[src/rtl/dfb_pkg.sv]
package dfb_pkg;
    localparam int REG_AW     = 3;
    localparam int ALIGN_BITS = 2;
    localparam int NUM_IRQ    = 1;

    typedef enum logic [REG_AW-1:0] {
        RA_BASE  = 3'd0,
        RA_CTRL  = 3'd1,
        RA_IEN   = 3'd2,
        RA_MSTAT = 3'd3,
        RA_ICLR  = 3'd4
    } reg_addr_e;

    typedef enum logic [2:0] {
        PS_OFF,
        PS_WARM,
        PS_READY,
        PS_ON,
        PS_COOL
    } pwr_state_e;

    typedef struct packed {
        logic power;
        logic logic_en;
    } ctrl_bits_t;

    function automatic ctrl_bits_t state_bits(pwr_state_e s);
        ctrl_bits_t b;
        b.logic_en = (s != PS_OFF);
        b.power    = (s == PS_ON);
        return b;
    endfunction
endpackage

[src/rtl/dfb_base_shadow.sv]
module dfb_base_shadow #(
    parameter int AW = 32
) (
    input  logic          clk,
    input  logic          rst,
    input  logic          wr_i,
    input  logic [AW-1:0] wdata_i,
    input  logic          frame_start_i,
    output logic [AW-1:0] shadow_o,
    output logic [AW-1:0] active_o,
    output logic          update_o
);
    import dfb_pkg::*;

    logic pend_q;

    always_ff @(posedge clk) begin
        if (rst) begin
            shadow_o <= '0;
            active_o <= '0;
            pend_q   <= 1'b0;
        end else begin
            if (wr_i)
                shadow_o <= {wdata_i[AW-1:ALIGN_BITS], {ALIGN_BITS{1'b0}}};
            if (frame_start_i)
                active_o <= shadow_o;
            if (wr_i)
                pend_q <= 1'b1;
            else if (frame_start_i)
                pend_q <= 1'b0;
        end
    end

    assign update_o = frame_start_i & pend_q;

    assert_scan_hold_R3: assert property (@(posedge clk) disable iff (rst)
        !frame_start_i |=> $stable(active_o));
    assert_scan_aligned_R2: assert property (@(posedge clk) disable iff (rst)
        wr_i |=> (shadow_o[ALIGN_BITS-1:0] == '0));
endmodule

[src/rtl/dfb_irq_unit.sv]
module dfb_irq_unit #(
    parameter int NSRC = 1
) (
    input  logic            clk,
    input  logic            rst,
    input  logic [NSRC-1:0] set_i,
    input  logic            clr_wr_i,
    input  logic [NSRC-1:0] clr_mask_i,
    input  logic            ien_wr_i,
    input  logic [NSRC-1:0] ien_wdata_i,
    output logic [NSRC-1:0] ien_o,
    output logic [NSRC-1:0] mstat_o,
    output logic            irq_o
);
    logic [NSRC-1:0] raw_q;
    logic [NSRC-1:0] clr_eff;

    assign clr_eff = clr_wr_i ? clr_mask_i : '0;

    always_ff @(posedge clk) begin
        if (rst) begin
            raw_q <= '0;
            ien_o <= '0;
        end else begin
            raw_q <= (raw_q & ~clr_eff) | set_i;
            if (ien_wr_i)
                ien_o <= ien_wdata_i;
        end
    end

    assign mstat_o = raw_q & ien_o;
    assign irq_o   = |mstat_o;

    for (genvar i = 0; i < NSRC; i++) begin : g_chk
        assert_set_source_R4: assert property (@(posedge clk) disable iff (rst)
            $rose(raw_q[i]) |-> $past(set_i[i]));
        assert_clear_works_R6: assert property (@(posedge clk) disable iff (rst)
            (clr_eff[i] && !set_i[i]) |=> !raw_q[i]);
        assert_set_wins_R6: assert property (@(posedge clk) disable iff (rst)
            set_i[i] |=> raw_q[i]);
    end
endmodule

[src/rtl/dfb_power_seq.sv]
module dfb_power_seq #(
    parameter int SETTLE_CYCLES = 1000000
) (
    input  logic                clk,
    input  logic                rst,
    input  logic                wr_i,
    input  dfb_pkg::ctrl_bits_t req_i,
    output dfb_pkg::ctrl_bits_t stat_o
);
    import dfb_pkg::*;

    localparam int CW = $clog2(SETTLE_CYCLES + 1);
    localparam logic [CW-1:0] LOAD = CW'(SETTLE_CYCLES - 1);

    pwr_state_e state_q, state_d;
    logic [CW-1:0] cnt_q, cnt_d;
    logic pend_q, pend_d;
    logic expired;

    assign expired = (cnt_q == '0);

    always_comb begin
        state_d = state_q;
        cnt_d   = (cnt_q != '0) ? cnt_q - 1'b1 : cnt_q;
        pend_d  = pend_q;
        case (state_q)
            PS_OFF: begin
                if (wr_i && (req_i.logic_en || req_i.power)) begin
                    state_d = PS_WARM;
                    cnt_d   = LOAD;
                    pend_d  = req_i.power;
                end
            end
            PS_WARM: begin
                if (wr_i)
                    pend_d = req_i.power;
                if (expired)
                    state_d = (wr_i ? req_i.power : pend_q) ? PS_ON : PS_READY;
            end
            PS_READY: begin
                if (wr_i) begin
                    if (req_i.power)
                        state_d = PS_ON;
                    else if (!req_i.logic_en) begin
                        state_d = PS_COOL;
                        cnt_d   = LOAD;
                    end
                end
            end
            PS_ON: begin
                if (wr_i && !req_i.power) begin
                    if (req_i.logic_en)
                        state_d = PS_READY;
                    else begin
                        state_d = PS_COOL;
                        cnt_d   = LOAD;
                    end
                end
            end
            PS_COOL: begin
                if (expired)
                    state_d = PS_OFF;
            end
            default: state_d = PS_OFF;
        endcase
    end

    always_ff @(posedge clk) begin
        if (rst) begin
            state_q <= PS_OFF;
            cnt_q   <= '0;
            pend_q  <= 1'b0;
        end else begin
            state_q <= state_d;
            cnt_q   <= cnt_d;
            pend_q  <= pend_d;
        end
    end

    assign stat_o = state_bits(state_q);

    assert_power_after_logic_R7: assert property (@(posedge clk) disable iff (rst)
        $rose(stat_o.power) |-> $past(stat_o.logic_en));
    assert_logic_after_power_R9: assert property (@(posedge clk) disable iff (rst)
        $fell(stat_o.logic_en) |-> $past(!stat_o.power));
    assert_cool_locked_R10: assert property (@(posedge clk) disable iff (rst)
        (state_q == PS_COOL) |=> (state_q == PS_COOL || state_q == PS_OFF));
    assert_warm_no_power_R8: assert property (@(posedge clk) disable iff (rst)
        (state_q == PS_WARM && !expired) |=> !stat_o.power);
endmodule

[src/rtl/dfb_ctrl.sv]
module dfb_ctrl #(
    parameter int AW            = 32,
    parameter int SETTLE_CYCLES = 1000000
) (
    input  logic                       clk,
    input  logic                       rst,
    input  logic                       reg_wr,
    input  logic [dfb_pkg::REG_AW-1:0] reg_addr,
    input  logic [AW-1:0]              reg_wdata,
    output logic [AW-1:0]              reg_rdata,
    input  logic                       frame_start,
    output logic [AW-1:0]              scan_base,
    output logic                       irq,
    output logic                       panel_logic_en,
    output logic                       panel_power_en
);
    import dfb_pkg::*;

    logic [AW-1:0]      shadow;
    logic               upd;
    logic [NUM_IRQ-1:0] ien, mstat;
    ctrl_bits_t         pstat, preq;

    logic wr_base, wr_ctrl, wr_ien, wr_clr;
    assign wr_base = reg_wr && (reg_addr == RA_BASE);
    assign wr_ctrl = reg_wr && (reg_addr == RA_CTRL);
    assign wr_ien  = reg_wr && (reg_addr == RA_IEN);
    assign wr_clr  = reg_wr && (reg_addr == RA_ICLR);
    assign preq    = ctrl_bits_t'(reg_wdata[1:0]);

    dfb_base_shadow #(.AW(AW)) u_base (
        .clk(clk), .rst(rst), .wr_i(wr_base), .wdata_i(reg_wdata),
        .frame_start_i(frame_start), .shadow_o(shadow),
        .active_o(scan_base), .update_o(upd)
    );

    dfb_irq_unit #(.NSRC(NUM_IRQ)) u_irq (
        .clk(clk), .rst(rst), .set_i(upd), .clr_wr_i(wr_clr),
        .clr_mask_i(reg_wdata[NUM_IRQ-1:0]), .ien_wr_i(wr_ien),
        .ien_wdata_i(reg_wdata[NUM_IRQ-1:0]), .ien_o(ien),
        .mstat_o(mstat), .irq_o(irq)
    );

    dfb_power_seq #(.SETTLE_CYCLES(SETTLE_CYCLES)) u_pwr (
        .clk(clk), .rst(rst), .wr_i(wr_ctrl), .req_i(preq), .stat_o(pstat)
    );

    assign panel_logic_en = pstat.logic_en;
    assign panel_power_en = pstat.power;

    always_comb begin
        reg_rdata = '0;
        case (reg_addr)
            RA_BASE:  reg_rdata = shadow;
            RA_CTRL:  reg_rdata[1:0] = pstat;
            RA_IEN:   reg_rdata[NUM_IRQ-1:0] = ien;
            RA_MSTAT: reg_rdata[NUM_IRQ-1:0] = mstat;
            default:  reg_rdata = '0;
        endcase
    end

    assert_irq_needs_update_R5: assert property (@(posedge clk) disable iff (rst)
        $rose(irq) |-> ($past(upd) || $past(wr_ien)));
endmodule

[config.mk]
export PLATFORM = sky130hd
export DESIGN_NAME = dfb_ctrl
export DESIGN_NICKNAME = d
export VERILOG_FILES = /design/src/rtl/dfb_pkg.sv /design/src/rtl/dfb_base_shadow.sv /design/src/rtl/dfb_irq_unit.sv /design/src/rtl/dfb_power_seq.sv /design/src/rtl/dfb_ctrl.sv
export SDC_FILE = /design/constraint.sdc
export NUM_CORES = 1
export LEC_CHECK = 0
export ABC_CLOCK_PERIOD_IN_PS = 3630
export CAP_MARGIN = 20
export CORE_MARGIN = 5
export CORE_UTILIZATION = 40
export CTS_CLUSTER_DIAMETER = 120
export CTS_CLUSTER_SIZE = 25
export DETAILED_ROUTE_END_ITERATION = 6
export PLACE_DENSITY_LB_ADDON = 0.05
export SETUP_SLACK_MARGIN = 0.15
export SLEW_MARGIN = 20
export SYNTH_ARGS = -nofsm -noshare
export SYNTH_HDL_FRONTEND = slang
export SYNTH_SLANG_ARGS = --single-unit
[constraint.sdc]
create_clock -name clk -period 3.63 [get_ports clk]
set_input_delay 0.726 -clock clk [delete_from_list [all_inputs] [get_ports clk]]
set_output_delay 0.726 -clock clk [all_outputs]
set_load 0.02 [all_outputs]
==> impl_metrics.env, run 1 <==
export IMPL_status="finished, final reports clean"
export IMPL_track_usage=0.1631
export IMPL_yosysMostFrequentCell="dfxtp_1"
export IMPL_synthArstFlopShare=0
export IMPL_tightest_slew_ns=0.9829
export IMPL_worstPathArrival_ns=2.54
export IMPL_yosysWarningCount=0
export IMPL_path_clk_slew_ns=0.09
export IMPL_finalSetupViolCount=0
export IMPL_drt_wl_total_mm=9.489
export IMPL_drc=0
export IMPL_cts_resized=0
export IMPL_rows=35
export IMPL_holdBufCountCts=0
export IMPL_slew_headroom=0.3447
export IMPL_clock_sinks=87
export IMPL_cts_buffers=9
export IMPL_setup_tns_ns=0
export IMPL_hpwlAfterDp_mm=6.352
export IMPL_synth_cell_types=51
export IMPL_yosysSeqAreaShare=0.4582
export IMPL_antenna_found_initial=0
export IMPL_ioPinCount=106
export IMPL_die_h_um=107.5
export IMPL_final_util=0.5548
export IMPL_drv_cap=0
export IMPL_powerDensity_mw_per_mm2=547.2
export IMPL_grt_max_degree=73
export IMPL_dp_cells=657
export IMPL_syn_area_mm2=0.003801
export IMPL_grt_setup_unrepaired="no"
export IMPL_fin_crit_sh=0.8987
export IMPL_coreArea_mm2=0.009240
export IMPL_yosys_top_cells_area="dfxtp_1 46%, mux2i_1 8.2%, nand2_1 7.1%"
export IMPL_gp_congestion=0.7761
export IMPL_fmax_mhz=306.5
export IMPL_antenna_cells=0
export IMPL_synth_area_per_cell_um2=8.447
export IMPL_ys_ff_latch=87
export IMPL_initial_core_util=0.4114
export IMPL_drive_above_1_share=0.05331
export IMPL_cts_tree="done"
export IMPL_place_ws_ns=0.3695
export IMPL_hold_path_class="flip-flop to flip-flop"
export IMPL_areaGrowthSynthToFinish_pct=34.86
export IMPL_gr_total_overflow=0
export IMPL_clk_path_buf_depth=2
export IMPL_fillerInstances=862
export IMPL_r2r_slack_ns=0.88
export IMPL_synth_top_cell_by_area="dfxtp_1"
export IMPL_vias=3366
export IMPL_io_buffers=103
export IMPL_firstDrtPassIters=4
export IMPL_fin_skew_ns=0.01535
export IMPL_cp_required_ns=2.90
export IMPL_routed_via_density=5.001
export IMPL_cts_max_level=3
export IMPL_die_area_mm2=0.01155
export IMPL_p_leak_uw=0.001905
export IMPL_min_period_ns=3.262
export IMPL_yosys_area_top_type_share=0.4582
export IMPL_cp_start_kind="input pin"
export IMPL_synth_edf_count=0
export IMPL_clock_latency_ns=0.34
export IMPL_ir_drop_mv=0.2641
export IMPL_crit_type="input pin to output pin"
export IMPL_grt_pass1_wl_mm=15.48
export IMPL_post_cts_buffers=0
export IMPL_holdWs_ns=0.4680
export IMPL_slew_violations=0
export IMPL_cts_root_buf="clkbuf_8"
export IMPL_final_nets=580
export IMPL_initialDrtViolationCount=138
export IMPL_ys_flop_type="dfxtp_1"
export IMPL_synthCells=450
export IMPL_yosys_top_cells_count="87 x dfxtp_1, 72 x nand2_1, 48 x nor2_1, 44 x a21oi_1, 34 x and2_1"
export IMPL_grt_pass1_vias=3274
export IMPL_worst_path_max_fanout=32
export IMPL_critPathCaptureType="output pin"
export IMPL_final_antenna_net_count=0
export IMPL_wire_per_inst_um=14.10
export IMPL_chipWidth_um=107.5
export IMPL_finalNonFillerCells=673
export IMPL_finalHoldViolCount=0
export IMPL_timing_final_ws_setup_ns=0.3677
## per-layer routing
metal	global-route usage	up-vias	share of wire
met5	0	-	0
met1	0.2066	1582	0.46
met3	0.05399	5	0.056
met2	0.2669	69	0.48
met4	0.04148	0	0.0051
li1	-	1710	-
## kinds of logic after synthesis
| family | count (synthesis) | synth area share |
|---|---|---|
| AO/OA/AOI/OAI | 82 | 0.1277 |
| XOR/XNOR | 8 | 0.01843 |
| adder cells (fa/ha/maj) | 2 | 0.006582 |
| buffers and inverters | 35 | 0.03719 |
| flip-flops | 87 | 0.4582 |
| multiplexers | 32 | 0.08460 |
| other | 1 | 0.0009865 |
| AND/OR/NAND/NOR | 203 | 0.2663 |
## worst max-delay path, stage by stage
cell and delay [ns]:
clkdlybuf4s50_1 0.53, nor3_2 0.30, buf_12 0.20, and2_1 0.16, clkdlybuf4s50_1 0.61
## layout by cell type, fill, tap and decap left out, types with 4 or more instances in the layout
cell type,count
clkdlybuf4s50_1,101
dfxtp_1,87
nand2_1,72
nor2_1,48
a21oi_1,44
and2_1,34
mux2i_1,31
o21ai_0,11
clkbuf_8,9
nand2b_1,8
or4_1,7
a31oi_1,7
xor2_1,7
inv_1,5
or3_1,5
nor4_1,5
o31ai_1,5
nand3_1,4
## report_power, final
part / switching, µW / internal, µW / leakage [µW]
registers: 126 / 1070 / 0.000706
logic: 516 / 367 / 0.00109
clock network: 335 / 390 / 0.000107
## registers in the layout, summed over array words and instances, names as in the netlist
| register | count |
|---|---|
| u_pwr.pend_q | 1 |
| u_irq.ien_o | 1 |
| u_irq.raw_q | 1 |
| u_pwr.cnt_q | 20 |
| u_base.pend_q | 1 |
| u_pwr.state_q | 3 |
| u_base.shadow_o | 30 |
| u_base.active_o | 30 |
## layout make-up
| cell class | instances | area, µm² | area share |
|---|---|---|---|
| Sequential cell | 87 | 1742 | 0.3398 |
| Clock buffer | 11 | 131.4 | 0.02563 |
| Inverter | 5 | 18.77 | 0.003661 |
| Tap cell | 129 | 161.4 | 0.03149 |
| Multi-Input combinational cell | 329 | 1927 | 0.3759 |
| Clock inverter | 5 | 82.58 | 0.01611 |
| Timing Repair Buffer | 107 | 1064 | 0.2075 |
## path summary, 6_finish.rpt
path                            cells past startpoint                 from                  end
worst max-delay path                                5          reg_addr[1]        reg_rdata[20]
worst min-delay path                                2  u_base.shadow_o[23]  u_base.shadow_o[23]
worst max register to register                      5       u_pwr.cnt_q[3]      u_pwr.cnt_q[19]
worst min register to register                      2  u_base.shadow_o[23]  u_base.shadow_o[23]
## per-stage QoR
stage	total power [µW]	instance area (µm²)
6_report	2805	5126
5_1_grt	2993	5126
4_1_cts	2822	5126
3_5_place_dp	2088	4912
3_3_place_gp	2079	4912
2_1_floorplan	1883	3805
No activity file was read; power rests on OpenSTA's default activity.
==> run 2, diff against run 1 <==
Settings changed: CTS_CLUSTER_DIAMETER 120 to 100, HOLD_SLACK_MARGIN from default to 0.05.
==> results of run 2 <==
Final layout, timing and power as in run 1 (identical DEF).
